[config.mk]
export PLATFORM = sky130hd
export DESIGN_NAME = gpio_evt_irq
export DESIGN_NICKNAME = d
export VERILOG_FILES = /design/src/rtl/gpio_evt_irq.sv
export SDC_FILE = /design/constraint.sdc
export NUM_CORES = 1
export LEC_CHECK = 0
export ABC_AREA = 1
export BUFFER_PORTS_ARGS = -buffer_cell sky130_fd_sc_hd__buf_2
export CORE_MARGIN = 3
export CORE_UTILIZATION = 50
export CTS_BUF_LIST = sky130_fd_sc_hd__clkbuf_2
export CTS_CLUSTER_DIAMETER = 40
export DETAILED_ROUTE_END_ITERATION = 16
export GPL_ROUTABILITY_DRIVEN = 0
export PLACE_DENSITY_LB_ADDON = 0.3
export SLEW_MARGIN = 15
export SYNTH_ARGS = -nofsm -noshare
export SYNTH_HDL_FRONTEND = slang
export SYNTH_SLANG_ARGS = --single-unit
[constraint.sdc]
create_clock -name clk -period 2.37 [get_ports clk]
set_input_delay 0.1185 -clock clk [delete_from_list [all_inputs] [get_ports clk]]
set_output_delay 0.1185 -clock clk [all_outputs]
set_load 0.005 [all_outputs]
[src/rtl/gpio_evt_irq.sv]
module gpio_evt_irq #(
  parameter int LINES = 8
) (
  input  logic               clk,
  input  logic               rst_n,
  input  logic [LINES-1:0]   pin_i,
  input  logic [LINES-1:0]   mask_i,
  input  logic [2*LINES-1:0] edge_sel_i,
  input  logic [LINES-1:0]   latch_i,
  input  logic               clr_wr_i,
  input  logic [LINES-1:0]   clr_data_i,
  input  logic               in_rd_i,
  input  logic               stat_rd_i,
  output logic [LINES-1:0]   status_o,
  output logic               irq_n_o,
  output logic [LINES-1:0]   rd_data_o
);
  logic [LINES-1:0] prev_q, ref_q, stat_q, rd_q, hit, drop;

  for (genvar i = 0; i < LINES; i++) begin : g_line
    always_comb begin
      case (edge_sel_i[2*i +: 2])
        2'd0:    hit[i] = (pin_i[i] ^ ref_q[i]) & ~in_rd_i;
        2'd1:    hit[i] = pin_i[i] & ~prev_q[i];
        2'd2:    hit[i] = ~pin_i[i] & prev_q[i];
        default: hit[i] = pin_i[i] ^ prev_q[i];
      endcase
    end
  end

  assign drop = {LINES{in_rd_i}}
              | (clr_data_i & {LINES{clr_wr_i}})
              | (~latch_i & ~(pin_i ^ ref_q));

  always_ff @(posedge clk) begin
    if (!rst_n) begin
      prev_q <= '0;
      ref_q  <= '0;
      stat_q <= '0;
      rd_q   <= '0;
    end else begin
      prev_q <= pin_i;
      stat_q <= (stat_q & ~drop) | (hit & mask_i);
      if (in_rd_i) ref_q <= pin_i;
      if (in_rd_i || stat_rd_i) rd_q <= pin_i;
    end
  end

  assign status_o  = stat_q;
  assign rd_data_o = rd_q;
  assign irq_n_o   = ~|(stat_q & mask_i);
endmodule

## Word-level counts from Yosys, hierarchy flattened

Cells that the tools add are included.
Widths: inputs -> output; s select.

| operators by class | value |
|---|---|
| equality and inequality tests | 16 |
| bitwise logic cells | 69 |
| reduce and logical (&&, ||, !) cells | 11 |
| muxes and demuxes | 8 |

Operators with widths:

| operator | number |
|---|---|
| $and 8x8->8 | 5 |
| $and 1x1->1 | 24 |
| $not 8->8 | 3 |
| $or 8x8->8 | 3 |
| $pmux 1 s3 | 8 |
| $not 1->1 | 17 |
| $eq 2x1->1 const B | 8 |
| $eq 2x2->1 const B | 8 |
| $logic_not 2->1 | 8 |
| $xor 1x1->1 | 16 |
| $reduce_or 8->1 | 1 |
| $xor 8x8->8 | 1 |
| $logic_not 1->1 | 1 |
| $logic_or 1x1->1 | 1 |

| word-level totals | value |
|---|---|
| flip-flop bits (word level) | 32 |
| logic and storage cells | 108 |
| output and inout port bits | 17 |
| input port bits | 53 |

## Longest topological paths before layout

Gate-level depths: netlist of run 1.

| depth | value |
|---|---|
| depth after elaboration | 7 |
| mapped depth | 8 |
| gate-level depth less buffers | 8 |

## Least setup slack after synthesis of run 1

No wires, ideal clock.

| timing | value |
|---|---|
| path kind | register to register |
| start point | register prev_q[1] |
| end point | register stat_q[1] (netlist: status_o[1]) |
| slack | 1429 ps |
| data required time | 2300 ps |
| arrival time | 871 ps |
| clock period less this slack | 941 ps |
| path buffers | 0 |
| cell stages (with the launch flop) | 7 |
| library setup time | 70 ps |
| path through | dfxtp_1 > ha_1 > nand2_1 > o211ai_1 > nand2_1 > nand2_1 > a21oi_1 |

| between the ends | value |
|---|---|
| word-level cells in the longest chain between the ends | 5 |

Ends and longest elaborated chain:

| element | RTL line | RTL |
|---|---|---|
| start, declared | 18 | `logic [LINES-1:0] prev_q, ref_q, stat_q, rd_q, hit, drop;` |
| start signal, assigned | 42 | `prev_q <= pin_i;` |
| $not 1->1 | 24 | `2'd1: hit[i] = pin_i[i] & ~prev_q[i];` |
| $and 1x1->1 | 24 |  |
| $pmux 1 s3 (*) | 22 | `case (edge_sel_i[2*i +: 2])` |
| $and 8x8->8 (*) | 43 | `stat_q <= (stat_q & ~drop) \| (hit & mask_i);` |
| $or 8x8->8 (*) | 43 |  |
| end signal, assigned | 43 |  |
| end, declared | 18 |  |

Mark *: on every way between the ends. The rest lies on a longest branch, timed or not.
A chain may end at the register's enable or synchronous reset.

## Final worst setup path of run 1

| timing | value |
|---|---|
| start point | input port pin_i[3] |
| end point | register stat_q[3] (netlist: status_o[3]) |

| between the ends | value |
|---|---|
| word-level cells in the longest chain between the ends | 7 |

Ends and longest elaborated chain:

| element | RTL line | RTL |
|---|---|---|
| start, declared | 6 | `input logic [LINES-1:0] pin_i,` |
| $xor 8x8->8 | 33 | `\| (~latch_i & ~(pin_i ^ ref_q));` |
| $not 8->8 | 33 |  |
| $and 8x8->8 | 33 |  |
| $or 8x8->8 | 33 |  |
| $not 8->8 | 43 |  |
| $and 8x8->8 | 43 |  |
| $or 8x8->8 (*) | 43 |  |

Marks and branches as above.

==> qor.yml, run 1 <==
crit_arrival_ns: 2.09
synth.distinct_cells: 21
place_area_sq_um: 2240
clkTransAtPathRegs_ns: 0.17
cts_resized: 0
start_util: 0.543
cts_tree: "done"
io_buffer_count: 69
diodes: 0
start_kind: "input pin"
maxSlewHeadroom: 0.643
finish.utilization: 0.702
rows: 21
seqPwrFrac: 0.530
clock.fmax_mhz: 569
synth_top_cells_by_count: "nand2_1 (68), inv_1 (33), a21oi_1 (32), dfxtp_1 (32)"
hpwl_um: 3380
irDropWorstVdd_uv: 327
grt_max_degree: 27
yosys_warnings: 0
setup_viol: 0
worst_path_most_repeated_cell: "nand2_1"
yosysSeqAreaShare: 0.338
syn_to_final_growth_pct: 29.3
synth_top_area_frac: 0.338
combinationalPowerShare: 0.243
internal_power_mw: 0.768
worst_setup_path_end_kind: "flip-flop"
instances_no_fill: 400
worstPathBufferInverterCount: 4
hold_violations: 0
grt_util_all_layers: 0.213
root_buffer: "clkbuf_2"
crit_family: "buffers and inverters"
power.leakage_nw: 1.30
period_needed_ns: 1.76
power_density_nw_per_um2: 458
stdcell_area_sq_um: 2450
grt_pass1_vias: 1731
post_cts_buffers: 0
antenna_left: 0
die_height_um: 67.6
drc: 0
clkLatencyLatePin_ns: 0.37
whs_endpoint: "status_o[5]"
clock_skew_ns: 0.0100
synth_edf_count: 0
wl_per_cell_um: 11.8
crit_slowest_cell: "dlygate4sd3_1"
setup-tns-final_ns: 0
clk_path_buf_depth: 2
avgSynthCellArea_sq_um: 7.10
clkSinkCount: 32
power_switching_share: 0.317
die_w_um: 67.6
synth_ff_type: "dfxtp_1"
placed_cells: 375
cap_violations: 0
hp-start: "clr_data_i[5]"
synth_nets: 336
worst-r2r-cell-count: 7
rsz0062_at_grt: "false"
clkPwrFrac: 0.227
rrSetupSlack_ns: 0.77
timing.final.crit_share: 0.741
grt_first_pass_wirelength_um: 7280
syn_area_sq_um: 1900
min_path_cells: 4
fillers: 320
post_route_cells_drive_above_1_share: 0.274
worst_slew_pin_slew_ns: 0.536
crit_required_ns: 2.70
hp-class: "input pin to flip-flop"
antenna_found_initial: 0
nets: 422
syn_inst: 267
numCtsBuffers: 5
ys_seq_elements: 32
finalPower_mw: 1.12
via_per_inst: 4.94
critPathMaxStageDelay_ns: 0.56
rr_startpoint: "prev_q[3]"
overflow: 0
core_sq_um: 3490
ios: 70
synthArstFlopShare: 0
path_cells: "dlygate4sd3_1 > buf_2 > inv_2 > ha_1 > nand2_1 > o211ai_1 > nand2_1 > nand2_1 > a21oi_1 > dlygate4sd3_1"
outcome: "complete, no violations"
firstDrtPassIters: 4
synth_most_common_cell: "nand2_1"
crit_type: "input pin to flip-flop"
htreeDepth: 2
synth_top_area_cell: "dfxtp_1"
finalWirelength_um: 4710
switching_power_mw: 0.356
num_vias: 1974
r2r_end: "status_o[3]"
yosys-top-cells-area: "dfxtp_1 (34%), nand2_1 (13%), ha_1 (11%)"
slew_violations: 0
die-area_sq_um: 4570
first_iter_violations: 71
path_max_fanout: 4
what timing repair did:
action	CTS	global route
hold endpoints to repair	17	0
hold buffers	17	0
setup endpoints to repair	0	0
cell type report:
class	instances	area, sq um	share of cell area
inverters	43	166	0.0679
multi-input cells	185	1030	0.421
flip-flops and latches	32	641	0.261
clock buffers	5	25.0	0.0102
repair buffers	86	515	0.210
clock inverters	3	13.8	0.00561
well taps	46	57.6	0.0235
power groups by stage:
stage	sequential [mW]	clock [mW]	combinational, mW
global route	0.600	0.288	0.311
global placement	0.605	0	0.244
CTS	0.595	0.266	0.273
floorplan	0.604	0	0.149
detailed placement	0.606	0	0.250
finish	0.596	0.255	0.273
logic make-up after synthesis:
kind of cell	after synthesis	synth area share
adder cells (fa/ha/maj)	16	0.106
flip-flops	32	0.338
AND/OR/NAND/NOR	103	0.231
buffers and inverters	50	0.117
AO/OA/AOI/OAI	66	0.208
placed cells by master, fill, tap and decap left out, types with 2 or more instances in the layout:
cell type / count
inv_2: 9
o21ai_0: 14
nand2_1: 68
nor2_1: 16
a21oi_2: 8
nand3b_1: 8
buf_2: 69
dfxtp_1: 32
inv_1: 33
clkinv_2: 2
nand3_1: 8
o211ai_1: 8
clkbuf_2: 5
dlygate4sd3_1: 17
o21ai_2: 2
a22o_1: 2
ha_1: 16
a21oi_1: 32
worst max path at each step:
stage / start / end / slack, ns / depth (start not counted)
2_1_floorplan: prev_q[1] / status_o[1] / 1.43 / 6
3_3_place_gp: in_rd_i / status_o[4] / 1.14 / 8
3_5_place_dp: in_rd_i / status_o[4] / 1.10 / 8
4_1_cts: pin_i[3] / status_o[3] / 0.71 / 10
5_1_grt: pin_i[3] / status_o[3] / 0.52 / 10
6_report: pin_i[3] / status_o[3] / 0.61 / 10
registers in the layout, indices dropped and copies added, names as in the netlist:
name       count
status_o       8
ref_q          8
rd_data_o      8
prev_q         8
worst reg2reg max path, delay by kind of cell (launching register included):
kind / cells / cell delay (ns)
AND/OR/NAND/NOR: 3 / 0.19
adder cells (fa/ha/maj): 1 / 0.27
flip-flops: 1 / 0.34
AO/OA/AOI/OAI: 2 / 0.21
buffers and inverters: 1 / 0.56
through the flow:
stage / worst slack [ns] / hold slack, ns
after floorplan: 1.43 / 0.212
after global placement: 1.14 / 0.360
after detailed placement: 1.10 / 0.366
after CTS: 0.706 / 0.0123
after global routing: 0.525 / 0.0134
final: 0.614 / 0.0442
routing by layer:
layer / GRT usage / vias to the layer above / share of wire
met5: 0 / - / 0
met4: 0.0886 / 0 / 0.022
met3: 0.0632 / 11 / 0.066
met2: 0.341 / 61 / 0.45
met1: 0.265 / 869 / 0.46
li1: - / 1033 / -
Note: power is estimated with default switching activity, not from simulation.
==> run 2: changes to the inputs <==
Settings changed: ABC_AREA 1 to 0.
Clock period 2.37 ns to 1.7 ns, I/O delays scaled along.
==> qor.yml, run 2 <==
outcome: "complete, no violations"  # unchanged
clock_skew_ns: 0.00970  # was 0.0100 ns
rsz0062_at_grt: "false"  # unchanged
place_area_sq_um: 2280  # was 2240 sq um
yosys_warnings: 0  # unchanged
timing.final.crit_share: 0.964
clkTransAtPathRegs_ns: 0.16  # was 0.17 ns
post_cts_buffers: 0  # unchanged
setup_viol: 0  # unchanged
core_sq_um: 3490  # unchanged
crit_required_ns: 2.03  # was 2.70 ns
grt_first_pass_wirelength_um: 7380  # was 7280 um
die_w_um: 67.8  # was 67.6 um
slew_violations: 0  # unchanged
grt_max_degree: 41  # was 27
clock.fmax_mhz: 610
power_density_nw_per_um2: 615  # was 458 nW/um^2
worst_slew_pin_slew_ns: 0.355  # was 0.536 ns
irDropWorstVdd_uv: 463  # was 327 uV
antenna_left: 0  # unchanged
setup-tns-final_ns: 0  # unchanged
hp-class: "input pin to flip-flop"  # unchanged
wl_per_cell_um: 13.3  # was 11.8 um
die_height_um: 67.8  # was 67.6 um
layout_commonest_cell: "buf_2"  # unchanged
crit_arrival_ns: 1.96  # was 2.09 ns
ys_seq_elements: 32  # unchanged
synth_top_cells_by_count: "dfxtp_1 (32), nand2_1 (24), ha_1 (16), inv_1 (16), nor2_1 (13)"  # was nand2_1 (68), inv_1 (33), a21oi_1 (32), dfxtp_1 (32)
overflow: 0  # unchanged
instances_no_fill: 339  # was 400
yosys-top-cells-area: "dfxtp_1 (34%), ha_1 (10%), nand2_1 (4.7%)"  # was dfxtp_1 (34%), nand2_1 (13%), ha_1 (11%)
synth_top_area_cell: "dfxtp_1"  # unchanged
crit_type: "flip-flop to flip-flop"  # was input pin to flip-flop
syn_to_final_growth_pct: 30.1  # was 29.3%
synth_most_common_cell: "dfxtp_1"  # was nand2_1
io_buffer_count: 69  # unchanged
hpwl_um: 3350  # was 3380 um
grt_pass1_vias: 1715  # was 1731
first_iter_violations: 48  # was 71
root_buffer: "clkbuf_2"  # unchanged
stdcell_area_sq_um: 2480  # was 2450 sq um
placed_cells: 317  # was 375
clkSinkCount: 32  # unchanged
power.leakage_nw: 1.18  # was 1.30 nW
num_vias: 1811  # was 1974
clkLatencyLatePin_ns: 0.37  # about the same
die-area_sq_um: 4590  # was 4570 sq um
htreeDepth: 2  # unchanged
clk_path_buf_depth: 2  # unchanged
syn_area_sq_um: 1910  # was 1900 sq um
synth_nets: 277  # was 336
numCtsBuffers: 5  # unchanged
hold-worst-slack_ns: 0.00722  # was 0.0442 ns
regArea_sq_um: 641  # unchanged
synth.distinct_cells: 27  # was 21
antenna_found_initial: 0  # unchanged
rows: 21  # unchanged
diodes: 0  # unchanged
nets: 362  # was 422
via_per_inst: 5.34  # was 4.94
fillers: 307  # was 320
firstDrtPassIters: 4  # unchanged
drc: 0  # unchanged
start_kind: "flip-flop"  # was input pin
synth_edf_count: 0  # unchanged
cts_tree: "done"  # unchanged
cap_violations: 0  # unchanged
avgSynthCellArea_sq_um: 9.17  # was 7.10 sq um
start_util: 0.546  # was 0.543
grt_util_all_layers: 0.212  # was 0.213
multi_input_area_sq_um: 1160  # was 1030 sq um
synthArstFlopShare: 0  # unchanged
yosysSeqAreaShare: 0.336  # was 0.338
post_route_cells_drive_above_1_share: 0.307  # was 0.274
maxSlewHeadroom: 0.763  # was 0.643
hold_violations: 0  # unchanged
ios: 70  # unchanged
path_max_fanout: 2  # was 4
most-common-layout-cells: "buf_2 (69), dfxtp_1 (32), nand2_1 (24)"  # was buf_2 (69), nand2_1 (68), inv_1 (33)
finalWirelength_um: 4510  # was 4710 um
synth_ff_type: "dfxtp_1"  # unchanged
syn_inst: 208  # was 267
worst_setup_path_end_kind: "flip-flop"  # unchanged
period_needed_ns: 1.64
synth_top_area_frac: 0.336  # was 0.338
## run 2: per-stage QoR
stage | power (mW) | util | setup slack, ns
3_5_place_dp | 1.18 | 0.653 | 0.653
5_1_grt | 1.62 | 0.710 | 0.0128
2_1_floorplan | 1.02 | - | 0.710
4_1_cts | 1.54 | 0.705 | 0.106
6_report | 1.52 | 0.710 | 0.0619
3_3_place_gp | 1.17 | 0.653 | 0.655
## run 2: layout make-up
type | instances | area share
clock buffer | 5 | 0.0101
clock inverter | 2 | 0.00303
inverter | 16 | 0.0242
multi-input combinational | 151 | 0.467
sequential | 32 | 0.258
tap | 46 | 0.0232
timing repair buffer | 87 | 0.214
## run 2: routing by layer
metal | wire [um] | vias to the layer above | track usage
met2 | 2180 | 52 | 0.369
li1 | - | 910 | -
met3 | 307 | 7 | 0.0466
met4 | 61 | 0 | 0.0684
met1 | 1960 | 842 | 0.255
met5 | 0 | - | 0
## run 2: where the power goes
group / leakage, nW / internal (mW) / switching (mW)
clock network: 0.0239 / 0.0846 / 0.245
logic: 0.896 / 0.185 / 0.185
registers: 0.265 / 0.795 / 0.0298
## run 2: kinds of logic (layout without fill, tap and decap cells)
family,after synthesis,in the layout,synth area share
flip-flops,32,32,0.336
XOR/XNOR,8,8,0.0367
buffers and inverters,25,110,0.0643
adder cells (fa/ha/maj),16,16,0.105
AND/OR/NAND/NOR,67,67,0.182
AO/OA/AOI/OAI,52,52,0.234
multiplexers,8,8,0.0420
## run 2: repair_timing
action                                  4_1_cts  5_1_grt
endpoints found under the hold margin        10        0
hold buffers                                 15        0
endpoints found under the setup margin        0        2
resized for setup                             0        2
## run 2: path summary, 6_finish.rpt
path	start	end	slack, ns	cells after the start
setup / recovery	ref_q[6]	status_o[6]	0.06	4
hold / removal	pin_i[6]	prev_q[6]	0.007	2
setup reg to reg	ref_q[6]	status_o[6]	0.06	4
hold reg to reg	rd_data_o[2]	rd_data_o[2]	0.46	2
## run 2: critical path, stage by stage, from the launching register on
cell,delay [ns]
dfxtp_1,0.39
xor2_1,0.22
a22oi_1,0.10
o311ai_1,0.28
dlygate4sd3_1,0.60
